`src/rtl/tri_timer_pkg.sv`:
```
package tri_timer_pkg;

  localparam int CODE_W     = 3;
  localparam int MAX_CODE   = 4;
  localparam int PS_W       = 2 * (MAX_CODE + 1);
  localparam int DATA_W     = 32;
  localparam int OUTCTL_W   = 1;

  localparam int OFS_OUTCTL = 'h00;
  localparam int OFS_START  = 'h04;
  localparam int OFS_CH0    = 'h08;
  localparam int CH_STRIDE  = 12;
  localparam int REL_OFS    = 0;
  localparam int CNT_OFS    = 4;
  localparam int CTL_OFS    = 8;

  localparam int BIT_IE     = 5;
  localparam int BIT_FLAG   = 8;

  // Codes above MAX_CODE are clock sources this block does not provide.
  function automatic logic code_ok(input logic [CODE_W-1:0] c);
    return int'(c) <= MAX_CODE;
  endfunction

  // Terminal prescale count: 4^(c+1) - 1.
  function automatic logic [PS_W-1:0] ps_last(input logic [CODE_W-1:0] c);
    int unsigned v;
    v = (32'd1 << (2 * (int'(c) + 1))) - 32'd1;
    return PS_W'(v);
  endfunction

  function automatic logic [DATA_W-1:0] ctl_word(input logic [CODE_W-1:0] c,
                                                  input logic ie, input logic fl);
    logic [DATA_W-1:0] w;
    w = '0;
    w[CODE_W-1:0] = c;
    w[BIT_IE]     = ie;
    w[BIT_FLAG]   = fl;
    return w;
  endfunction

endpackage

```
`src/rtl/tri_timer_prescale.sv`:
```
module tri_timer_prescale
  import tri_timer_pkg::*;
(
  input  logic              clk,
  input  logic              rst_n,
  input  logic              run,
  input  logic              restart,
  input  logic [CODE_W-1:0] code,
  output logic              tick
);

  logic [PS_W-1:0] ps_q;
  logic            at_last;

  assign at_last = (ps_q == ps_last(code));
  assign tick    = run && !restart && at_last;

  always_ff @(posedge clk) begin
    if (!rst_n)                ps_q <= '0;
    else if (!run || restart)  ps_q <= '0;
    else if (at_last)          ps_q <= '0;
    else                       ps_q <= ps_q + 1'b1;
  end

endmodule

```
`src/rtl/tri_timer_channel.sv`:
```
module tri_timer_channel
  import tri_timer_pkg::*;
#(
  parameter int CNT_W = 32
)(
  input  logic              clk,
  input  logic              rst_n,
  input  logic              start,
  input  logic              rel_wr,
  input  logic              cnt_wr,
  input  logic              ctl_wr,
  input  logic [DATA_W-1:0] wdata,
  output logic [CNT_W-1:0]  cnt_q,
  output logic [CNT_W-1:0]  rel_q,
  output logic [CODE_W-1:0] code_q,
  output logic              ie_q,
  output logic              flag_q,
  output logic              tick,
  output logic              uf,
  output logic              irq
);

  logic run, restart;

  function automatic logic [CNT_W-1:0] step_value(input logic [CNT_W-1:0] c,
                                                   input logic [CNT_W-1:0] r);
    return (c == '0) ? r : c - 1'b1;
  endfunction

  assign run     = start && code_ok(code_q);
  assign restart = ctl_wr && (wdata[CODE_W-1:0] != code_q);

  tri_timer_prescale u_ps (
    .clk     (clk),
    .rst_n   (rst_n),
    .run     (run),
    .restart (restart),
    .code    (code_q),
    .tick    (tick)
  );

  // A software write to the count wins over a step on the same edge.
  assign uf  = tick && (cnt_q == '0) && !cnt_wr;
  assign irq = flag_q && ie_q;

  always_ff @(posedge clk) begin
    if (!rst_n)      cnt_q <= '1;
    else if (cnt_wr) cnt_q <= wdata[CNT_W-1:0];
    else if (tick)   cnt_q <= step_value(cnt_q, rel_q);
  end

  always_ff @(posedge clk) begin
    if (!rst_n)      rel_q <= '1;
    else if (rel_wr) rel_q <= wdata[CNT_W-1:0];
  end

  always_ff @(posedge clk) begin
    if (!rst_n) begin
      code_q <= '0;
      ie_q   <= 1'b0;
    end else if (ctl_wr) begin
      code_q <= wdata[CODE_W-1:0];
      ie_q   <= wdata[BIT_IE];
    end
  end

  always_ff @(posedge clk) begin
    if (!rst_n)                         flag_q <= 1'b0;
    else if (uf)                        flag_q <= 1'b1;
    else if (ctl_wr && !wdata[BIT_FLAG]) flag_q <= 1'b0;
  end

endmodule

```
`src/rtl/tri_timer_decode.sv`:
```
module tri_timer_decode
  import tri_timer_pkg::*;
#(
  parameter int NUM_CH = 3,
  parameter int ADDR_W = 8
)(
  input  logic [ADDR_W-1:0] addr,
  output logic              hit_outctl,
  output logic              hit_start,
  output logic [NUM_CH-1:0] hit_rel,
  output logic [NUM_CH-1:0] hit_cnt,
  output logic [NUM_CH-1:0] hit_ctl
);

  assign hit_outctl = (addr == ADDR_W'(OFS_OUTCTL));
  assign hit_start  = (addr == ADDR_W'(OFS_START));

  for (genvar i = 0; i < NUM_CH; i++) begin : g_ch
    localparam int BASE = OFS_CH0 + CH_STRIDE * i;
    assign hit_rel[i] = (addr == ADDR_W'(BASE + REL_OFS));
    assign hit_cnt[i] = (addr == ADDR_W'(BASE + CNT_OFS));
    assign hit_ctl[i] = (addr == ADDR_W'(BASE + CTL_OFS));
  end

endmodule

```
`src/rtl/tri_timer.sv`:
```
module tri_timer
  import tri_timer_pkg::*;
#(
  parameter int NUM_CH = 3,
  parameter int CNT_W  = 32,
  parameter int ADDR_W = 8
)(
  input  logic              clk,
  input  logic              rst_n,
  input  logic              bus_sel,
  input  logic              bus_we,
  input  logic [ADDR_W-1:0] bus_addr,
  input  logic [31:0]       bus_wdata,
  output logic [31:0]       bus_rdata,
  output logic [NUM_CH-1:0] irq
);

  logic                  wr_en;
  logic                  hit_outctl, hit_start;
  logic [NUM_CH-1:0]     hit_rel, hit_cnt, hit_ctl;
  logic [OUTCTL_W-1:0]   outctl_q;
  logic [NUM_CH-1:0]     start_q;

  logic [NUM_CH-1:0]              ch_tick, ch_uf, ch_flag, ch_ie;
  logic [NUM_CH-1:0]              ch_cnt_wr, ch_ctl_wr, ch_rel_wr;
  logic [NUM_CH-1:0][CNT_W-1:0]   ch_cnt, ch_rel;
  logic [NUM_CH-1:0][CODE_W-1:0]  ch_code;

  assign wr_en = bus_sel && bus_we;

  tri_timer_decode #(.NUM_CH(NUM_CH), .ADDR_W(ADDR_W)) u_dec (
    .addr       (bus_addr),
    .hit_outctl (hit_outctl),
    .hit_start  (hit_start),
    .hit_rel    (hit_rel),
    .hit_cnt    (hit_cnt),
    .hit_ctl    (hit_ctl)
  );

  always_ff @(posedge clk) begin
    if (!rst_n) begin
      outctl_q <= '0;
      start_q  <= '0;
    end else begin
      if (wr_en && hit_outctl) outctl_q <= bus_wdata[OUTCTL_W-1:0];
      if (wr_en && hit_start)  start_q  <= bus_wdata[NUM_CH-1:0];
    end
  end

  for (genvar i = 0; i < NUM_CH; i++) begin : g_ch
    assign ch_rel_wr[i] = wr_en && hit_rel[i];
    assign ch_cnt_wr[i] = wr_en && hit_cnt[i];
    assign ch_ctl_wr[i] = wr_en && hit_ctl[i];

    tri_timer_channel #(.CNT_W(CNT_W)) u_ch (
      .clk    (clk),
      .rst_n  (rst_n),
      .start  (start_q[i]),
      .rel_wr (ch_rel_wr[i]),
      .cnt_wr (ch_cnt_wr[i]),
      .ctl_wr (ch_ctl_wr[i]),
      .wdata  (bus_wdata),
      .cnt_q  (ch_cnt[i]),
      .rel_q  (ch_rel[i]),
      .code_q (ch_code[i]),
      .ie_q   (ch_ie[i]),
      .flag_q (ch_flag[i]),
      .tick   (ch_tick[i]),
      .uf     (ch_uf[i]),
      .irq    (irq[i])
    );
  end

  always_comb begin
    bus_rdata = '0;
    if (hit_outctl) bus_rdata = 32'(outctl_q);
    if (hit_start)  bus_rdata = 32'(start_q);
    for (int i = 0; i < NUM_CH; i++) begin
      if (hit_rel[i]) bus_rdata = 32'(ch_rel[i]);
      if (hit_cnt[i]) bus_rdata = 32'(ch_cnt[i]);
      if (hit_ctl[i]) bus_rdata = ctl_word(ch_code[i], ch_ie[i], ch_flag[i]);
    end
  end

endmodule

```
`config.mk`:
```
export PLATFORM = sky130hd
export DESIGN_NAME = tri_timer
export DESIGN_NICKNAME = d
export VERILOG_FILES = /design/src/rtl/tri_timer_pkg.sv /design/src/rtl/tri_timer_prescale.sv /design/src/rtl/tri_timer_channel.sv /design/src/rtl/tri_timer_decode.sv /design/src/rtl/tri_timer.sv
export SDC_FILE = /design/constraint.sdc
export NUM_CORES = 1
export LEC_CHECK = 0
export BUFFER_PORTS_ARGS = -buffer_cell sky130_fd_sc_hd__buf_2
export CORE_MARGIN = 3
export CORE_UTILIZATION = 65
export CTS_CLUSTER_SIZE = 30
export DETAILED_ROUTE_END_ITERATION = 8
export GPL_ROUTABILITY_DRIVEN = 0
export PLACE_DENSITY = 0.84
export SYNTH_ARGS = -nofsm -noshare
export SYNTH_HDL_FRONTEND = slang
export SYNTH_SLANG_ARGS = --single-unit
```
`constraint.sdc`:
```
create_clock -name clk -period 10.05 [get_ports clk]
set_input_delay 2.01 -clock clk [delete_from_list [all_inputs] [get_ports clk]]
set_output_delay 2.01 -clock clk [all_outputs]
set_load 0.02 [all_outputs]
```
==> out/results.ini <==
[synth]
yosys_warnings=0
postSynthAreaPerCell_sq_um=7.25
synth_area_leaders=dfxtp_1, nand2_1, nand3_1, nor2_1, a21oi_1
synthDistinctLibCells=85
syn_area_sq_mm=0.0144
post-synth-top-area-fraction=0.335
synth_top_area_cell=dfxtp_1
netlist_instances=1987
ys_ff_latch=241
synthArstFlopShare=0
synth_edf_count=0
synthFlopType=dfxtp_1
yosysSeqAreaShare=0.335

[setup_path]
crit_path_end_kind=output pin
path_max_fanout=28
crit_buf_inv=2
reg2reg_depth=12
startpoint=bus_addr[3]
crit_slowest_cell=nand2_1
path_delay_family=simple AND/OR/NAND/NOR gates
ff2ff_setup_slack_ns=6.15
max_stage_delay_ns=0.91
cp-start-kind=primary input
path_depth=7
critical_path_arrival_ns=4.51
reg2reg_to=g_ch[1].u_ch.cnt_q[27]$_SDFFE_PN1P_
worstReg2RegStart=g_ch[1].u_ch.code_q[1]$_SDFFE_PN0P_
crit_type=in2out
required_ns=8.04
worstSetupEndpoint=bus_rdata[8]
path_cells=buf_2, nor3b_1, nand2_1, o221ai_1, nand2_1, nand3_1, buf_2

[clocking]
clock_sinks=241
cts_buffers=26
htreeDepth=1
cts-resized-gates=0
postCtsSetupRepairBufs=0
clock_path_buffers=3
clk_pin_slew_worst_paths_ns=0.05
root_buffer=clkbuf_16
ctsHoldBuffers=0
cts_tree=done
insertion_delay_ns=0.54

[timing]
max_slew_margin=0.174
slew_violations=0
skew_ns=0.00947
max_freq_mhz=153
fin_tns_setup_ns=0
worst_pin_slew_ns=1.24
hold_viol=0
setup_viol=0
fin_crit_ns=6.52
rsz0062_at_grt=false
fin_ws_ns=3.53
period_share=0.649

[pwr]
power.density_mw_per_mm2=128
leakagePower_nw=6.07
peakVddDrop_v=0.000142
power.total_mw=2.00

[die]
io-pin-count=79
die_w_microns=155
fp.dieArea_sq_mm=0.0240
rows=53
initial_core_util=0.672
die-height_microns=155
core_area_sq_mm=0.0214

[global_routing]
use_met1=0.534
antenna_found_initial=0
top_usage_layer=met2
grt_pass1_vias=14141
gr-usage-met3=0.109
grt.overflow.total=0
grt_use_met2=0.579
grt_usage=0.384
grt_pass1_wl_microns=76000
grt_max_degree=60

[finish]
area_delta_synth_final_pct=8.19
antenna_cells=0
drive_above_1_share=0.0888
fin_util=0.727
finalNetCount=2021

[run_status]
violations=design-rule violations
status=complete, but fails checks

[hold_path]
holdCritPathClass=reg2reg
hp-start=g_ch[2].u_ch.u_ps.ps_q[0]$_SDFF_PP0_

[route]
via_count=15539
wirelength_microns=47800
drc=21
ant_nets=0
vias_per_cell=6.88
drt-wirelength-per-cell_microns=21.2
first_iter_violations=2642
dr.pass1.iters=9

[place]
dpl.hpwl_microns=32600
post-place-ws_ns=3.60
numPortBuffers=78

[flow_run]
cap_viol_max_count=0

## per-layer routing
metal,routed length [microns],up-vias
li1,-,7145
met1,18400,7132
met2,20400,1070
met3,7150,192
met4,1820,0
met5,0,-
## flip-flops by register name, summed over array words and instances (netlist names)
name and flops:
g_ch.u_ch.u_ps.ps_q 30, g_ch.u_ch.flag_q 3, outctl_q 1, g_ch.u_ch.cnt_q 96
g_ch.u_ch.rel_q 96, start_q 3, g_ch.u_ch.code_q 9, g_ch.u_ch.ie_q 3
## worst min path at each step
| stage | to | slack, ns | cells past startpoint |
|---|---|---|---|
| 3_3_place_gp | g_ch[2].u_ch.u_ps.ps_q[0]$_SDFF_PP0_ | 0.42 | 1 |
| 4_1_cts | g_ch[2].u_ch.u_ps.ps_q[0]$_SDFF_PP0_ | 0.44 | 1 |
| 3_5_place_dp | g_ch[2].u_ch.u_ps.ps_q[0]$_SDFF_PP0_ | 0.43 | 1 |
| 6_report | g_ch[2].u_ch.u_ps.ps_q[0]$_SDFF_PP0_ | 0.44 | 1 |
| 2_1_floorplan | g_ch[2].u_ch.u_ps.ps_q[0]$_SDFF_PP0_ | 0.41 | 1 |
| 5_1_grt | g_ch[2].u_ch.u_ps.ps_q[0]$_SDFF_PP0_ | 0.47 | 1 |
## power breakdown
group / total [mW] / internal (mW) / switching [mW]
Combinational: 0.0865 / 0.0209 / 0.0656
Sequential: 0.957 / 0.956 / 0.00126
Clock: 0.955 / 0.558 / 0.397
Total: 2.00 / 1.53 / 0.464
## metrics by stage
step	instance area [sq um]	hold slack (ns)	cells
detailed placement	14700	0.433	2210
CTS	15600	0.442	2257
global route	15600	0.471	2257
floorplan	14400	0.413	1988
finish	15600	0.440	2257
global placement	14700	0.424	2210
## layout by cell type, fill, tap and decap left out, types with 15 or more instances in the layout
| cell type | instances |
|---|---|
| buf_2 | 77 |
| buf_4 | 26 |
| a21oi_1 | 122 |
| nor2_1 | 186 |
| nor3_1 | 50 |
| a22oi_1 | 20 |
| nand2_1 | 393 |
| a31oi_1 | 23 |
| nand3_1 | 177 |
| a211oi_1 | 18 |
| or4_1 | 16 |
| inv_1 | 29 |
| and3_1 | 17 |
| a222oi_1 | 28 |
| o211ai_1 | 38 |
| o221ai_1 | 19 |
| clkbuf_16 | 27 |
| o21ai_0 | 60 |
| o31ai_1 | 16 |
| dfxtp_1 | 241 |
| nor4_1 | 23 |
| and2_1 | 15 |
| xor2_1 | 29 |
| mux2i_1 | 41 |
| or3_1 | 22 |
| o21ai_1 | 17 |
| xnor2_1 | 27 |
## Yosys cell counts, types with 5 or more instances
master / n
nand2_1: 393
a21oi_1: 122
a211oi_1: 18
nand3b_1: 5
nand3_1: 177
a221o_1: 7
xnor2_1: 27
buf_2: 20
o311ai_0: 6
a21o_1: 8
o21ai_1: 17
nand4b_1: 6
nor2b_1: 8
xor2_1: 29
nor2_1: 193
o21a_1: 7
a31oi_1: 23
or4_1: 16
nand2b_1: 9
o22ai_1: 10
o221ai_1: 19
inv_1: 29
nor4_1: 24
a22oi_1: 20
ha_1: 14
nand4_1: 10
o31ai_1: 16
a32oi_1: 6
nor3_1: 53
dfxtp_1: 241
and2_1: 15
mux2i_1: 41
o21ai_0: 60
a2bb2oi_1: 11
o211ai_1: 38
buf_1: 5
and3_1: 17
clkbuf_1: 123
a222oi_1: 28
or3_1: 22
## cell families (layout without fill, tap and decap cells)
logic type                 count (synthesis)  after routing  share of synthesized area
adders and majority gates                 14             14                     0.0122
other                                      1              2                   0.000260
xor gates and xnor gates                  56             56                     0.0341
DFF                                      241            241                      0.335
and+or+nand+nor                          981            981                      0.316
buffers and inverters                    185            179                     0.0527
AOI/OAI and AO/OA                        468            468                      0.222
muxes                                     41             41                     0.0285
## layout make-up
| class | count | area, sq um |
|---|---|---|
| multi-input combinational | 1562 | 8870 |
| fill | 1775 | 5840 |
| sequential | 241 | 4820 |
| clock buffer | 45 | 833 |
| timing repair buffer | 103 | 581 |
| tap | 275 | 344 |
| inverter | 29 | 109 |
| clock inverter | 2 | 12.5 |
No activity file was read; power rests on OpenSTA's default activity.
